**src/rtl/rb_pkg.sv**
```systemverilog
package rb_pkg;
  localparam int AD_W  = 32;
  localparam int CBE_W = 3;
  localparam int BE_W  = 4;

  localparam logic [CBE_W-1:0] CMD_RD   = 3'b010;
  localparam logic [CBE_W-1:0] CMD_WR   = 3'b011;
  localparam logic [CBE_W-1:0] CODE_IDL = 3'b000;
  localparam logic [CBE_W-1:0] CODE_GNT = 3'b111;

  // ad + cbe + irdy + trdy + clock
  localparam int LINK_PINS = AD_W + CBE_W + 3;
endpackage

```
**src/rtl/rb_pipe.sv**
```systemverilog
module rb_pipe #(
  parameter int W      = 8,
  parameter int STAGES = 1
) (
  input  logic         clk,
  input  logic         rst,
  input  logic [W-1:0] d,
  output logic [W-1:0] q
);
  generate
    if (STAGES == 0) begin : g_wire
      assign q = d;
    end else begin : g_regs
      logic [W-1:0] st [STAGES];
      always_ff @(posedge clk) begin
        if (rst) begin
          for (int i = 0; i < STAGES; i++) st[i] <= '0;
        end else begin
          st[0] <= d;
          for (int i = 1; i < STAGES; i++) st[i] <= st[i-1];
        end
      end
      assign q = st[STAGES-1];
    end
  endgenerate
endmodule

```
**src/rtl/rb_host.sv**
```systemverilog
module rb_host
  import rb_pkg::*;
#(
  parameter int STAGES = 1
) (
  input  logic             clk,
  input  logic             rst,
  input  logic             h_vld,
  input  logic [AD_W-1:0]  h_ad,
  input  logic [CBE_W-1:0] h_cbe,
  input  logic             l_trdy,
  input  logic [AD_W-1:0]  l_bad,
  output logic             l_irdy,
  output logic [AD_W-1:0]  l_ad,
  output logic [CBE_W-1:0] l_cbe,
  output logic             h_rvld,
  output logic [AD_W-1:0]  h_rdata
);
  localparam int RT = 2 * STAGES + 2;

  logic [RT-1:0] wait_sr;
  logic          gnt;

  assign gnt = !h_vld && l_trdy && !(|wait_sr);

  always_ff @(posedge clk) begin
    if (rst) begin
      l_irdy  <= 1'b0;
      l_ad    <= '0;
      l_cbe   <= CODE_IDL;
      wait_sr <= '0;
      h_rvld  <= 1'b0;
      h_rdata <= '0;
    end else begin
      l_irdy  <= h_vld;
      l_ad    <= h_vld ? h_ad : '0;
      l_cbe   <= h_vld ? h_cbe : (gnt ? CODE_GNT : CODE_IDL);
      wait_sr <= {wait_sr[RT-2:0], gnt};
      h_rvld  <= wait_sr[RT-1];
      if (wait_sr[RT-1]) h_rdata <= l_bad;
    end
  end
endmodule

```
**src/rtl/rb_tgt.sv**
```systemverilog
module rb_tgt
  import rb_pkg::*;
(
  input  logic             clk,
  input  logic             rst,
  input  logic             l_irdy,
  input  logic [AD_W-1:0]  l_ad,
  input  logic [CBE_W-1:0] l_cbe,
  input  logic             t_send,
  input  logic [AD_W-1:0]  t_sdata,
  output logic             l_trdy,
  output logic [AD_W-1:0]  l_bad,
  output logic             t_avld,
  output logic [AD_W-2:0]  t_addr,
  output logic             t_io,
  output logic             t_wr,
  output logic             t_dvld,
  output logic [AD_W-1:0]  t_data,
  output logic [BE_W-1:0]  t_be,
  output logic             t_last,
  output logic             t_err
);
  logic            in_b, drop, pend;
  logic [AD_W-1:0] sbuf;
  logic            addr_ph, data_ph, sup, gnt_seen;

  assign addr_ph  = l_irdy && !in_b;
  assign data_ph  = l_irdy && in_b;
  assign sup      = (l_cbe == CMD_RD) || (l_cbe == CMD_WR);
  assign gnt_seen = !l_irdy && (l_cbe == CODE_GNT);
  assign l_trdy   = pend;

  always_ff @(posedge clk) begin
    if (rst) begin
      in_b   <= 1'b0;
      drop   <= 1'b0;
      t_avld <= 1'b0;
      t_err  <= 1'b0;
      t_dvld <= 1'b0;
      t_last <= 1'b0;
      t_addr <= '0;
      t_io   <= 1'b0;
      t_wr   <= 1'b0;
      t_data <= '0;
      t_be   <= '0;
      pend   <= 1'b0;
      sbuf   <= '0;
      l_bad  <= '0;
    end else begin
      in_b   <= l_irdy;
      t_avld <= addr_ph && sup;
      t_err  <= addr_ph && !sup;
      t_dvld <= data_ph && !drop;
      t_last <= in_b && !l_irdy && !drop;
      if (addr_ph) drop <= !sup;
      if (addr_ph && sup) begin
        t_addr <= l_ad[AD_W-2:0];
        t_io   <= l_ad[AD_W-1];
        t_wr   <= (l_cbe == CMD_WR);
      end
      if (data_ph && !drop) begin
        t_data <= l_ad;
        t_be   <= {l_cbe[2], l_cbe[2], l_cbe[1], l_cbe[0]};
      end
      if (!pend && t_send) begin
        pend <= 1'b1;
        sbuf <= t_sdata;
      end else if (pend && gnt_seen) begin
        pend  <= 1'b0;
        l_bad <= sbuf;
      end
    end
  end
endmodule

```
**src/rtl/rbridge_link.sv**
```systemverilog
module rbridge_link
  import rb_pkg::*;
#(
  parameter int LINK_STAGES = 1
) (
  input  logic             clk,
  input  logic             rst,
  input  logic             h_vld,
  input  logic [AD_W-1:0]  h_ad,
  input  logic [CBE_W-1:0] h_cbe,
  output logic             h_rvld,
  output logic [AD_W-1:0]  h_rdata,
  output logic             t_avld,
  output logic [AD_W-2:0]  t_addr,
  output logic             t_io,
  output logic             t_wr,
  output logic             t_dvld,
  output logic [AD_W-1:0]  t_data,
  output logic [BE_W-1:0]  t_be,
  output logic             t_last,
  output logic             t_err,
  input  logic             t_send,
  input  logic [AD_W-1:0]  t_sdata
);
  localparam int FW = 1 + AD_W + CBE_W;
  localparam int BW = 1 + AD_W;

  logic             hi_irdy, ti_irdy, ht_trdy, tt_trdy;
  logic [AD_W-1:0]  hi_ad, ti_ad, ht_bad, tt_bad;
  logic [CBE_W-1:0] hi_cbe, ti_cbe;

  rb_host #(.STAGES(LINK_STAGES)) u_host (
    .clk(clk), .rst(rst), .h_vld(h_vld), .h_ad(h_ad), .h_cbe(h_cbe),
    .l_trdy(ht_trdy), .l_bad(ht_bad),
    .l_irdy(hi_irdy), .l_ad(hi_ad), .l_cbe(hi_cbe),
    .h_rvld(h_rvld), .h_rdata(h_rdata)
  );

  rb_pipe #(.W(FW), .STAGES(LINK_STAGES)) u_fwd (
    .clk(clk), .rst(rst),
    .d({hi_irdy, hi_ad, hi_cbe}),
    .q({ti_irdy, ti_ad, ti_cbe})
  );

  rb_pipe #(.W(BW), .STAGES(LINK_STAGES)) u_back (
    .clk(clk), .rst(rst),
    .d({tt_trdy, tt_bad}),
    .q({ht_trdy, ht_bad})
  );

  rb_tgt u_tgt (
    .clk(clk), .rst(rst),
    .l_irdy(ti_irdy), .l_ad(ti_ad), .l_cbe(ti_cbe),
    .t_send(t_send), .t_sdata(t_sdata),
    .l_trdy(tt_trdy), .l_bad(tt_bad),
    .t_avld(t_avld), .t_addr(t_addr), .t_io(t_io), .t_wr(t_wr),
    .t_dvld(t_dvld), .t_data(t_data), .t_be(t_be),
    .t_last(t_last), .t_err(t_err)
  );
endmodule

```
**config.mk**
```make
export PLATFORM = sky130hd
export DESIGN_NAME = rbridge_link
export DESIGN_NICKNAME = d
export VERILOG_FILES = /design/src/rtl/rb_pkg.sv /design/src/rtl/rb_pipe.sv /design/src/rtl/rb_host.sv /design/src/rtl/rb_tgt.sv /design/src/rtl/rbridge_link.sv
export SDC_FILE = /design/constraint.sdc
export NUM_CORES = 1
export LEC_CHECK = 0
export ABC_AREA = 1
export BUFFER_PORTS_ARGS = -buffer_cell sky130_fd_sc_hd__clkbuf_2
export CORE_MARGIN = 1
export CORE_UTILIZATION = 45
export CTS_BUF_LIST = sky130_fd_sc_hd__clkbuf_8
export DETAILED_ROUTE_END_ITERATION = 16
export GPL_ROUTABILITY_DRIVEN = 0
export GPL_TIMING_DRIVEN = 0
export PLACE_DENSITY = 0.66
export SLEW_MARGIN = 0
export SYNTH_ARGS = -nofsm -noshare
export SYNTH_HDL_FRONTEND = slang
export SYNTH_SLANG_ARGS = --single-unit
```
**constraint.sdc**
```tcl
create_clock -name clk -period 2.9 [get_ports clk]
set_clock_uncertainty 0.1 [all_clocks]
set_input_delay 0.29 -clock clk [delete_from_list [all_inputs] [get_ports clk]]
set_output_delay 0.29 -clock clk [all_outputs]
set_load 0.02 [all_outputs]
```
# --- Word level (Yosys, flattened, before mapping) ---
# Memories as Yosys holds them, arrays and structs flattened.
# Index checks and enable logic that the tools add are counted.
classes:
  bitwise: 2
  mux: 11
  reduce_logical: 26
  n_eq_ne: 3
op_table:
  columns: ["cell", "count"]
  rows:
  - ["$mux W36", 1]
  - ["$reduce_or A36 Y1", 1]
  - ["$mux W33", 1]
  - ["$reduce_or A33 Y1", 1]
  - ["$logic_and A1 B1 Y1", 12]
  - ["$logic_not A1 Y1", 7]
  - ["$mux W1", 7]
  - ["$eq A3 B2 Y1 const B", 2]
  - ["$mux W3", 2]
  - ["$reduce_or A4 Y1", 1]
  - ["$eq A3 B3 Y1 const B", 1]
  - ["$not A1 Y1", 2]
  - ["$reduce_and A2 Y1", 1]
  - ["$reduce_bool A2 Y1", 1]
  - ["$reduce_or A2 Y1", 1]
  - ["$logic_or A1 B1 Y1", 1]
totals:
  in_bits: 71
  output_inout_bits: 106
  ramBits: 69
  reg_bits: 212
  mem_count: 2
memory_table:
  columns: ["memory", "depth", "word_bits", "read_ports", "rd_ports_with_merged_regs", "write_ports", "line_no", "rtl"]
  rows:
  - ["u_fwd.g_regs.st", 1, 36, 1, 0, 1, "rb_pipe.sv:14", "logic [W-1:0] st [STAGES];"]
  - ["u_back.g_regs.st", 1, 33, 1, 0, 1, "rb_pipe.sv:14", null]

# --- Logic depth before layout (Yosys ltp) ---
depth:
  depth_word: 5
  ltp_mapped: 7
  mapped_depth_nobuf: 6

# --- By module ---
# A second synthesis with hierarchy kept.
hier_totals:
  hier_cells: 1124
  hier_area_um2: 9317.7
modules_own_cells:
  columns: ["mod", "seq_area_each_um2", "n_inst", "area_per_inst_um2", "cells_each"]
  rows:
  - ["rb_tgt", 2782.7, 1, 5028.6, 640]
  - ["rb_host", 1461.4, 1, 2289.7, 269]
  - ["rb_pipe at u_fwd", 720.7, 1, 1041.0, 112]
  - ["rb_pipe at u_back", 660.6, 1, 958.4, 103]

# --- Least setup slack after synthesis ---
# No wires, ideal clock.
synth_timing:
  path_kind: "register to register"
  from: "register u_tgt.in_b"
  to: "register u_tgt.t_data[3]"
  path_stages_with_launch: 6
  path_slack_ns: 1.713
  arrival_time_ns: 0.971
  path_cell_list: "dfxtp_1 -> nand3_2 -> clkinv_1 -> buf_4 -> nor2_1 -> nor2_1"
synth_via:
  elab_chain_len: 2
synth_lines:
  columns: ["element", "line_no", "rtl"]
  rows:
  - ["start, declared", "rb_tgt.sv:23", "logic in_b, drop, pend;"]
  - ["start signal, assigned", "rb_tgt.sv:50", "in_b <= l_irdy;"]
  - ["$logic_and A1 B1 Y1", "rb_tgt.sv:28", "assign data_ph = l_irdy && in_b;"]
  - ["$logic_and A1 B1 Y1", "rb_tgt.sv:61", "if (data_ph && !drop) begin"]
  - ["end signal, assigned", "rb_tgt.sv:62", "t_data <= l_ad;"]
  - ["end, declared", "rb_tgt.sv:18", "output logic [AD_W-1:0] t_data,"]
# No other way between the ends.
# A chain may end at the register's enable or synchronous reset.

# --- Final worst setup path ---
layout_timing:
  from: "input port h_vld"
  to: "register u_host.l_cbe[2]"
layout_via:
  elab_chain_len: 5
layout_lines:
  columns: ["element", "line_no", "rtl"]
  rows:
  - ["start, declared", "rbridge_link.sv:8", "input logic h_vld,"]
  - ["$logic_not A1 Y1", "rb_host.sv:24", "assign gnt = !h_vld && l_trdy && !(|wait_sr);"]
  - ["$logic_and A1 B1 Y1 (2 in a row)", "rb_host.sv:24", null]
  - ["$mux W3", "rb_host.sv:37", "l_cbe <= h_vld ? h_cbe : (gnt ? CODE_GNT : CODE_IDL);"]
  - ["$mux W3 (*)", "rb_host.sv:37", null]
  - ["end signal, assigned", "rb_host.sv:37", null]
  - ["end, declared", "rb_host.sv:15", "output logic [CBE_W-1:0] l_cbe,"]
# Every way passes the cells marked *; elsewhere a longest branch is shown, timed or not.

==> results_dict.tcl <==
set metrics [dict create \
    slew_viol_final 0 \
    regArea_mm2 0.00563 \
    hold_slack_ns 0.0646 \
    place_hpwl_um 14900 \
    max_cap_viol_count 0 \
    initial_core_util 0.466 \
    cts_buffers 45 \
    yosysWarnings 0 \
    setup_tns_ns 0 \
    synth_cell_types 22 \
    vias_per_cell 4.57 \
    min_path_type "in -> reg" \
    critical_path_class "in -> reg" \
    core_area_mm2 0.0198 \
    status "completed" \
    hold_depth 4 \
    drt_first_pass_iters 5 \
    leakagePower_nw 5.72 \
    die_x_um 145 \
    grt_max_degree 12 \
    grt_pass1_wl_um 36300 \
    grtUsageTotal 0.214 \
    critical_path_arrival_ns 2.28 \
    clockBufferDepth 3 \
    power.total_mw 7.51 \
    nFillCells 1789 \
    ir_worst_vdd_mv 0.404 \
    fin_nets 1491 \
    synth_nets 1194 \
    period_share 0.674 \
    syn_inst 1123 \
    max_freq_ghz 0.511 \
    relSlewSlack 0.641 \
    min_from "rst" \
    drcViolationCount 0 \
    antenna_found_initial 0 \
    die_y_um 145 \
    antennaDiodeCount 0 \
    synth_area_per_cell_um2 8.21 \
    reg2reg_to "u_host.l_cbe[1]$_SDFF_PP0_" \
    avgRoutedWirePerCell_um 13.0 \
    yosysTopAreaCellShare 0.610 \
    clock_latency_ns 0.54 \
    ys_seq_elements 281 \
    ant_nets 0 \
    drive_gt1_frac 0.198 \
    synthToLayoutAreaGrowth_pct 30.2 \
    cp-start-kind "input port" \
    root_buffer "clkbuf_8" \
    io_buffers 175 \
    clock-sinks 281 \
    cts_htree_levels 2 \
    grt-ovfl-total 0 \
    min_period_ns 1.96 \
    rsz0062_at_grt "false" \
    yosysSeqAreaShare 0.610 \
    hold_viol 0 \
    timing.rr.start "u_host.wait_sr[3]$_SDFF_PP0_" \
    num_rows 51 \
    endpoint_kind "register" \
    synth_area_leader_cell "dfxtp_1" \
    drt_iter0_markers 319 \
    yosys-top-cells-area "dfxtp_1 (61%), nor2_1 (11%), inv_1 (5.8%)" \
    route.vias.total 7818 \
    syn_area_mm2 0.00922 \
    tritoncts "yes" \
    routed_wl_um 22200 \
    power_density_mw_per_mm2 626 \
    crit_fanout 5 \
    die-area_mm2 0.0211 \
    multi_input_area_mm2 0.00269 \
    clk_pin_slew_ns 0.06 \
    reg2reg_depth 4 \
    tightest_slew_ns 0.539 \
    cts_resized 0 \
    min_to "u_tgt.t_wr$_SDFFE_PP0P_" \
    reg2reg_slack_ns 1.33 \
    setup_viol 0 \
    cp.required_ns 3.22 \
    grt_pass1_vias 7382 \
    io_pins 177 \
]
[kinds of logic (layout without fill, tap and decap cells)]
logic type	after synthesis	in the layout	share of synthesized area
simple gates	460	460	0.202
flops	281	281	0.610
buf+inv	216	539	0.0973
compound gates	166	166	0.0901
[layer usage]
metal  part of all wire  vias up  track usage  routed length (µm)
met5                  0        -            0                   0
met4              0.020        0       0.0758                 436
met3              0.053       36       0.0384                1180
met2               0.47      202        0.363               10500
met1               0.46     3544        0.271               10100
li1                   -     4036            -                   -
[repair_timing]
action | in CTS | in global routing
endpoints found under the hold margin | 70 | 0
buffers inserted | 0 | 0
hold buffers | 75 | 0
endpoints found under the setup margin | 0 | 0
[synthesized netlist by cell type, drive strengths merged]
library cell  count
nor2            282
dfxtp           281
inv             146
nand2           109
o21ai           100
nand3            67
a21oi            66
buf              54
clkbuf           15
clkinv            1
nand4             1
nor3              1
[power by group]
part           switching [mW]  total, mW  internal, mW
sequential             0.0265       3.97          3.94
clock                    1.45       3.15          1.70
combinational           0.218      0.392         0.175
total                    1.69       7.51          5.82
[flip-flops by register name, indices dropped and copies added, names as in the netlist, 3 cells and up]
name and flops:
u_fwd.g_regs.st 36, u_back.g_regs.st 33, u_host.h_rdata 32, u_host.l_ad 32, u_tgt.l_bad 32, u_tgt.sbuf 32
u_tgt.t_data 32, u_tgt.t_addr 31, u_host.wait_sr 4, u_host.l_cbe 3, u_tgt.t_be 3
[cell type report]
type / instances / area share
Sequential cell: 281 / 0.469
Multi-Input combinational cell: 626 / 0.224
Timing Repair Buffer: 250 / 0.136
Clock buffer: 52 / 0.0596
Inverter: 147 / 0.0460
Buffer: 69 / 0.0288
Tap cell: 265 / 0.0276
Clock inverter: 21 / 0.00949
[cells in the final DEF, fill, tap and decap left out, types with 2 or more instances in the layout]
master         count
nand2_1          107
clkbuf_8          52
nor2_1           278
nor2_4             2
inv_1            160
buf_2             36
o21ai_0          100
dlygate4sd3_1     75
a21oi_1           66
buf_4              9
nand3_1           66
inv_2              3
dfxtp_1          281
buf_1              8
clkbuf_2         175
clkbuf_1          15
clkinvlp_4         2
[per-stage QoR]
step	std cells	setup WS (ns)	cell area, µm²	util
after floorplan	1123	1.71	9220	-
after global placement	1563	1.40	10400	0.527
after detailed placement	1563	1.40	10400	0.527
after CTS	1711	0.948	12000	0.607
after global routing	1711	0.864	12000	0.607
final	1711	0.945	12000	0.607
[worst max-delay path, cell delays in order]
cell and delay [ns]:
dlygate4sd3_1 0.55, clkbuf_2 0.12, inv_1 0.08, nor2_4 0.05, nand2_1 0.05, dlygate4sd3_1 0.54, nand2_1 0.05, dlygate4sd3_1 0.55
[worst max path at each step]
| stage | from | to | depth (start not counted) |
|---|---|---|---|
| floorplan | u_tgt.in_b$_SDFF_PP0_ | u_tgt.t_data[3]$_SDFFE_PP0P_ | 5 |
| global placement | u_fwd.g_regs.st[0][0]$_SDFF_PP0_ | u_tgt.l_bad[20]$_SDFFE_PP0P_ | 7 |
| detailed placement | u_fwd.g_regs.st[0][0]$_SDFF_PP0_ | u_tgt.l_bad[16]$_SDFFE_PP0P_ | 7 |
| CTS | h_vld | u_host.l_cbe[2]$_SDFF_PP0_ | 8 |
| global route | h_vld | u_host.l_cbe[2]$_SDFF_PP0_ | 8 |
| finish | h_vld | u_host.l_cbe[2]$_SDFF_PP0_ | 8 |
(Power assumes the default switching activity.)
